`config.mk`:
```
export PLATFORM = sky130hd
export DESIGN_NAME = evt_trigger_unit
export DESIGN_NICKNAME = d
export VERILOG_FILES = /design/src/rtl/trig_pkg.sv /design/src/rtl/trig_cfg_reg.sv /design/src/rtl/trig_src_detect.sv /design/src/rtl/trig_prediv.sv /design/src/rtl/trig_out_stage.sv /design/src/rtl/evt_trigger_unit.sv
export SDC_FILE = /design/constraint.sdc
export NUM_CORES = 1
export LEC_CHECK = 0
export CELL_PAD_IN_SITES_DETAIL_PLACEMENT = 1
export CELL_PAD_IN_SITES_GLOBAL_PLACEMENT = 1
export CORE_MARGIN = 3
export CORE_UTILIZATION = 33
export CTS_BUF_LIST = sky130_fd_sc_hd__clkbuf_16
export DETAILED_ROUTE_END_ITERATION = 10
export PLACE_DENSITY_LB_ADDON = 0.1
export SYNTH_ARGS = -nofsm -noshare
export SYNTH_HDL_FRONTEND = slang
export SYNTH_HIERARCHICAL = 1
export SYNTH_SLANG_ARGS = --single-unit
```
`constraint.sdc`:
```
create_clock -name clk -period 3.5 [get_ports clk]
set_input_delay 0.7 -clock clk [delete_from_list [all_inputs] [get_ports clk]]
set_output_delay 0.7 -clock clk [all_outputs]
set_load 0.01 [all_outputs]
```
`src/rtl/trig_pkg.sv`:
```
package trig_pkg;
  localparam int CFG_W   = 32;
  localparam int PRE_W   = 8;
  localparam int SEL_W   = 6;
  localparam int PRE_LSB = 16;
  localparam int SEL_LSB = 8;
  localparam int PEN_POS = 7;
  localparam int OM_LSB  = 4;
  localparam int DM_LSB  = 1;

  localparam logic [2:0] DM_HIGH = 3'b000;
  localparam logic [2:0] DM_LOW  = 3'b001;
  localparam logic [2:0] DM_RISE = 3'b100;
  localparam logic [2:0] DM_FALL = 3'b101;
  localparam logic [2:0] DM_BOTH = 3'b110;

  localparam logic [1:0] OM_TOGGLE = 2'b01;

  typedef struct packed {
    logic [PRE_W-1:0] pre;
    logic [SEL_W-1:0] sel;
    logic             pen;
    logic [1:0]       omode;
    logic [2:0]       dmode;
  } trig_cfg_t;

  function automatic trig_cfg_t cfg_unpack(input logic [CFG_W-1:0] w);
    trig_cfg_t c;
    c.pre   = w[PRE_LSB +: PRE_W];
    c.sel   = w[SEL_LSB +: SEL_W];
    c.pen   = w[PEN_POS];
    c.omode = w[OM_LSB +: 2];
    c.dmode = w[DM_LSB +: 3];
    return c;
  endfunction

  function automatic logic [CFG_W-1:0] cfg_pack(input trig_cfg_t c);
    logic [CFG_W-1:0] w;
    w = '0;
    w[PRE_LSB +: PRE_W] = c.pre;
    w[SEL_LSB +: SEL_W] = c.sel;
    w[PEN_POS]          = c.pen;
    w[OM_LSB +: 2]      = c.omode;
    w[DM_LSB +: 3]      = c.dmode;
    return w;
  endfunction

  function automatic logic dmode_listed(input logic [2:0] m);
    return (m == DM_HIGH) || (m == DM_LOW) || (m == DM_RISE) ||
           (m == DM_FALL) || (m == DM_BOTH);
  endfunction
endpackage

```
`src/rtl/trig_cfg_reg.sv`:
```
module trig_cfg_reg
  import trig_pkg::*;
(
  input  logic             clk,
  input  logic             rst_n,
  input  logic             we_i,
  input  logic [CFG_W-1:0] wdata_i,
  output trig_cfg_t        cfg_o,
  output logic [CFG_W-1:0] rb_o
);
  trig_cfg_t cfg_q;

  always_ff @(posedge clk or negedge rst_n) begin
    if (!rst_n)    cfg_q <= '0;
    else if (we_i) cfg_q <= cfg_unpack(wdata_i);
  end

  assign cfg_o = cfg_q;
  assign rb_o  = cfg_pack(cfg_q);
endmodule

```
`src/rtl/trig_src_detect.sv`:
```
module trig_src_detect
  import trig_pkg::*;
#(
  parameter int N_SRC       = 64,
  parameter int SYNC_STAGES = 2
) (
  input  logic             clk,
  input  logic             rst_n,
  input  logic [N_SRC-1:0] src_i,
  input  logic [SEL_W-1:0] sel_i,
  input  logic [2:0]       dmode_i,
  output logic             evt_o
);
  localparam int LAST = SYNC_STAGES - 1;

  logic                   pick;
  logic [SYNC_STAGES-1:0] sync_q;
  logic                   cur;
  logic                   prev_q;

  always_comb begin
    pick = 1'b0;
    for (int i = 0; i < N_SRC; i++) begin
      if (sel_i == SEL_W'(i)) pick = src_i[i];
    end
  end

  generate
    if (SYNC_STAGES == 1) begin : g_one
      always_ff @(posedge clk or negedge rst_n) begin
        if (!rst_n) sync_q <= '0;
        else        sync_q <= pick;
      end
    end else begin : g_chain
      always_ff @(posedge clk or negedge rst_n) begin
        if (!rst_n) sync_q <= '0;
        else        sync_q <= {sync_q[SYNC_STAGES-2:0], pick};
      end
    end
  endgenerate

  assign cur = sync_q[LAST];

  always_ff @(posedge clk or negedge rst_n) begin
    if (!rst_n) prev_q <= 1'b0;
    else        prev_q <= cur;
  end

  always_comb begin
    unique case (dmode_i)
      DM_HIGH: evt_o = cur;
      DM_LOW:  evt_o = ~cur;
      DM_RISE: evt_o = cur & ~prev_q;
      DM_FALL: evt_o = ~cur & prev_q;
      DM_BOTH: evt_o = cur ^ prev_q;
      default: evt_o = 1'b0;
    endcase
  end
endmodule

```
`src/rtl/trig_prediv.sv`:
```
module trig_prediv #(
  parameter int PRE_W = 8
) (
  input  logic             clk,
  input  logic             rst_n,
  input  logic             clr_i,
  input  logic             en_i,
  input  logic [PRE_W-1:0] lim_i,
  input  logic             evt_i,
  output logic             pass_o
);
  logic [PRE_W-1:0] cnt_q;
  logic [PRE_W-1:0] lim_eff;
  logic             hit;

  assign lim_eff = (lim_i == '0) ? PRE_W'(1) : lim_i;
  assign hit     = evt_i && (cnt_q == lim_eff - PRE_W'(1));
  assign pass_o  = en_i ? hit : evt_i;

  always_ff @(posedge clk or negedge rst_n) begin
    if (!rst_n)              cnt_q <= '0;
    else if (clr_i)          cnt_q <= '0;
    else if (en_i && evt_i)  cnt_q <= hit ? '0 : cnt_q + PRE_W'(1);
  end

  // with the divider enabled, the event count stays below the effective limit
  assert_cnt_below_limit_R5: assert property (@(posedge clk) disable iff (!rst_n)
    en_i |-> (cnt_q < lim_eff));

  // a configuration write leaves the count at zero
  assert_cnt_cleared_R9: assert property (@(posedge clk) disable iff (!rst_n)
    clr_i |=> (cnt_q == '0));
endmodule

```
`src/rtl/trig_out_stage.sv`:
```
module trig_out_stage
  import trig_pkg::*;
(
  input  logic       clk,
  input  logic       rst_n,
  input  logic       pass_i,
  input  logic [1:0] omode_i,
  output logic       trig_o,
  output logic       status_o
);
  logic pass_q;
  logic tog_q;

  always_ff @(posedge clk or negedge rst_n) begin
    if (!rst_n) begin
      pass_q <= 1'b0;
      tog_q  <= 1'b0;
    end else begin
      pass_q <= pass_i;
      tog_q  <= tog_q ^ pass_i;
    end
  end

  assign status_o = pass_q;
  assign trig_o   = (omode_i == OM_TOGGLE) ? tog_q : pass_q;

  // each passed trigger flips the toggle state
  assert_toggle_flips_R7: assert property (@(posedge clk) disable iff (!rst_n)
    pass_i |=> (tog_q != $past(tog_q)));

  // with no passed trigger the toggle state holds
  assert_toggle_holds_R7: assert property (@(posedge clk) disable iff (!rst_n)
    !pass_i |=> $stable(tog_q));
endmodule

```
`src/rtl/evt_trigger_unit.sv`:
```
module evt_trigger_unit
  import trig_pkg::*;
#(
  parameter int N_SRC       = 64,
  parameter int SYNC_STAGES = 2
) (
  input  logic             clk,
  input  logic             rst_n,
  input  logic [N_SRC-1:0] src_i,
  input  logic             cfg_we_i,
  input  logic [31:0]      cfg_wdata_i,
  output logic [31:0]      cfg_rdata_o,
  output logic             trig_o,
  output logic             status_o
);
  trig_cfg_t        cfg;
  logic [CFG_W-1:0] rb;
  logic             evt;
  logic             pass;

  trig_cfg_reg u_cfg (
    .clk     (clk),
    .rst_n   (rst_n),
    .we_i    (cfg_we_i),
    .wdata_i (cfg_wdata_i),
    .cfg_o   (cfg),
    .rb_o    (rb)
  );

  trig_src_detect #(.N_SRC(N_SRC), .SYNC_STAGES(SYNC_STAGES)) u_det (
    .clk     (clk),
    .rst_n   (rst_n),
    .src_i   (src_i),
    .sel_i   (cfg.sel),
    .dmode_i (cfg.dmode),
    .evt_o   (evt)
  );

  trig_prediv #(.PRE_W(PRE_W)) u_div (
    .clk    (clk),
    .rst_n  (rst_n),
    .clr_i  (cfg_we_i),
    .en_i   (cfg.pen),
    .lim_i  (cfg.pre),
    .evt_i  (evt),
    .pass_o (pass)
  );

  trig_out_stage u_out (
    .clk      (clk),
    .rst_n    (rst_n),
    .pass_i   (pass),
    .omode_i  (cfg.omode),
    .trig_o   (trig_o),
    .status_o (status_o)
  );

  assign cfg_rdata_o = {rb[31:1], status_o};

  // an unlisted detect code in force in the previous cycle yields no status
  assert_unlisted_quiet_R4: assert property (@(posedge clk) disable iff (!rst_n)
    !dmode_listed($past(cfg.dmode)) |-> !status_o);

  // status and readback bit 0 agree at every edge
  assert_status_mirror_R10: assert property (@(posedge clk) disable iff (!rst_n)
    cfg_rdata_o[0] == status_o);
endmodule

```
==> metrics.cfg <==
[cts]
clk_pin_slew_worst_paths_ns = 0.06
cts-buffers-inserted = 5
clockRootBuffer = sky130_fd_sc_hd__clkbuf_16
post-cts-setup-buffers = 0
clock_tree_from_tritoncts = built
cts.hold.buffers_added = 0
numClockSinks = 33
clock_tree.buffer_depth = 2
htreeDepth = 2
worst_skew_pair.late_latency_ns = 0.28
cts.repair.resized = 0

[sta]
fin_skew_ns = 0.00483
finalSetupViolCount = 0
slew_viol_final = 0
finalWorstPathRequiredPeriod_ns = 3.06
setup_repair_after_global_routing_missed_its_margin = no
max_clk_rate_mhz = 327
timing.final.ws_setup_ns = 0.441
worst_slew_slack_as_a_fraction_of_its_limit_pct = 42.5
hold_viol_final = 0
tightestPinTransition_ns = 0.862
finalSetupTns_ns = 0
finalCritPeriodShare_pct = 87.4

[cells_and_area]
diodes = 0
fin_nets = 554
post-route-cell-area_um2 = 4510
drive_gt1_share_pct = 15.0
area_delta_synth_final_pct = 31.4

[critical_path]
critPathRequiredTime_ns = 3.70
cp.arrival_ns = 3.25
crit_path_start_kind = flip-flop
timing_worst_setup_path_type = flip-flop to flip-flop
path_max_fanout = 7
cp-end-kind = flip-flop

[route]
drc_errors = 0
drt_iter0_drc = 105
route.detailed.vias_per_inst = 5.32
wire_length_per_cell_after_detailed_routing_um = 19.2
via_count = 3114
route.antenna.remaining_nets = 0
first_pass_iters = 4
wl_mm = 11.2

[placed_design]
placed_area_um2 = 4370
dp_hpwl_mm = 8.83
gp_congestion = 0.937
detailedPlace.worstSlack_ns = 0.477
buffer_ports.inserted = 109

[die]
floorplan.die.height_um = 108
design.core.area_um2 = 9950
initial_cell_density_of_the_core_pct = 34.4
die_x_um = 108
die_area_um2 = 11600
num_ports = 133
rows = 36

[synthesis]
synthesis.yosys.warnings = 6
syn_area_um2 = 3430
average_size_of_a_mapped_cell_um2 = 9.22
netlist_instances = 372

[pwr]
power_per_cell_area_nw_per_um2 = 342
power.ir.vdd_worst_v = 0.000241
total_leakage_power_nw = 1.79

[global_routing]
vias_in_the_first_global_route = 3203
grtUsageTotal_pct = 19.2
wire_length_of_the_first_global_routing_pass_mm = 17.7
grt_overflow_total = 0
pin_count_of_the_biggest_net_entering_global_routing = 40
antenna_violations_before_repair = 0

[status]
outcome = completed

[flow_run]
max-cap-violations = 0

[min_path]
holdCritPathClass = flip-flop to flip-flop

-- area by class of cell --
cell class                 instances  area, µm²
fill                            1146       5450
inverter                          12       45.0
clock inverter                     3       12.5
clock buffer                       5        125
tap                              133        166
multi-input combinational        280       2150
sequential                        33        827
timing repair buffer             119       1180
-- through the flow --
| step | instances | util (%) | power, mW | hold WS (ns) |
|---|---|---|---|---|
| floorplan | 382 | - | 0.908 | 0.331 |
| global placement | 577 | 43.9 | 1.12 | 0.355 |
| detailed placement | 577 | 43.9 | 1.13 | 0.340 |
| CTS | 585 | 45.3 | 1.56 | 0.366 |
| global route | 585 | 45.3 | 1.64 | 0.384 |
| finish | 585 | 45.3 | 1.54 | 0.361 |
-- critical path, cell delays in order, from the launching register on --
cell and delay, ns:
sky130_fd_sc_hd__dfrtp_1 0.47, sky130_fd_sc_hd__or4_4 0.59, sky130_fd_sc_hd__o41a_4 0.41, sky130_fd_sc_hd__ha_1 0.26
sky130_fd_sc_hd__xnor2_1 0.14, sky130_fd_sc_hd__a21oi_1 0.14, sky130_fd_sc_hd__o21ai_0 0.12, sky130_fd_sc_hd__a2111oi_2 0.39
sky130_fd_sc_hd__a32o_1 0.30, sky130_fd_sc_hd__xor2_1 0.15
-- where the power goes --
group          total [mW]  internal [mW]  switching [mW]
clock               0.418          0.257           0.161
sequential          0.504          0.425          0.0797
combinational       0.619          0.332           0.287
-- flip-flops by register name, summed over array words and instances, names as in the netlist --
name,flops
u_cfg/cfg_o,20
u_div/cnt_q,8
u_det/sync_q,2
u_det/prev_q,1
u_out/status_o,1
u_out/tog_q,1
-- per-layer routing --
metal / global-route usage [%] / routed length (µm)
met5: 0 / 0
met4: 2.89 / 82
met3: 3.12 / 631
met2: 30.6 / 5190
met1: 27.9 / 5330
-- layout by cell type, fill, tap and decap left out, types with 3 or more instances in the layout --
| cell | instances |
|---|---|
| sky130_fd_sc_hd__a221oi_1 | 8 |
| sky130_fd_sc_hd__nand2b_1 | 4 |
| sky130_fd_sc_hd__clkdlybuf4s50_1 | 107 |
| sky130_fd_sc_hd__mux2_2 | 3 |
| sky130_fd_sc_hd__nand3_1 | 4 |
| sky130_fd_sc_hd__mux2_4 | 21 |
| sky130_fd_sc_hd__mux2i_1 | 10 |
| sky130_fd_sc_hd__dfrtp_1 | 32 |
| sky130_fd_sc_hd__clkbuf_16 | 5 |
| sky130_fd_sc_hd__o31ai_1 | 4 |
| sky130_fd_sc_hd__a211oi_1 | 10 |
| sky130_fd_sc_hd__a21oi_1 | 11 |
| sky130_fd_sc_hd__nand4b_1 | 4 |
| sky130_fd_sc_hd__and3_1 | 3 |
| sky130_fd_sc_hd__nand2_1 | 19 |
| sky130_fd_sc_hd__nor3_1 | 7 |
| sky130_fd_sc_hd__nor2b_1 | 7 |
| sky130_fd_sc_hd__o21ai_0 | 22 |
| sky130_fd_sc_hd__a31oi_1 | 9 |
| sky130_fd_sc_hd__conb_1 | 11 |
| sky130_fd_sc_hd__inv_1 | 11 |
| sky130_fd_sc_hd__a2bb2oi_1 | 3 |
| sky130_fd_sc_hd__xnor2_1 | 7 |
| sky130_fd_sc_hd__nand4_1 | 4 |
| sky130_fd_sc_hd__nor2_1 | 23 |
| sky130_fd_sc_hd__ha_1 | 4 |
| sky130_fd_sc_hd__buf_4 | 8 |
| sky130_fd_sc_hd__a311oi_1 | 3 |
| sky130_fd_sc_hd__xor2_1 | 12 |
| sky130_fd_sc_hd__nor3b_1 | 7 |
| sky130_fd_sc_hd__o211ai_1 | 5 |
-- final timing paths --
path	to	slack, ns	start	cells past startpoint
max in group asynchronous	u_cfg/cfg_o[6]$_DFFE_PN0P_	2.47	rst_n	1
worst min register to register	u_det/sync_q[1]$_DFF_PN0_	0.36	u_det/sync_q[0]$_DFF_PN0_	0
worst max register to register	u_out/tog_q$_DFF_PN0_	0.44	u_cfg/cfg_o[15]$_DFFE_PN0P_	9
worst min-delay path	u_det/sync_q[1]$_DFF_PN0_	0.36	u_det/sync_q[0]$_DFF_PN0_	0
min in group asynchronous	u_div/cnt_q[3]$_DFFE_PN0P_	0.50	rst_n	1
worst max-delay path	u_out/tog_q$_DFF_PN0_	0.44	u_cfg/cfg_o[15]$_DFFE_PN0P_	9
Note: power is estimated with default switching activity, not from simulation.
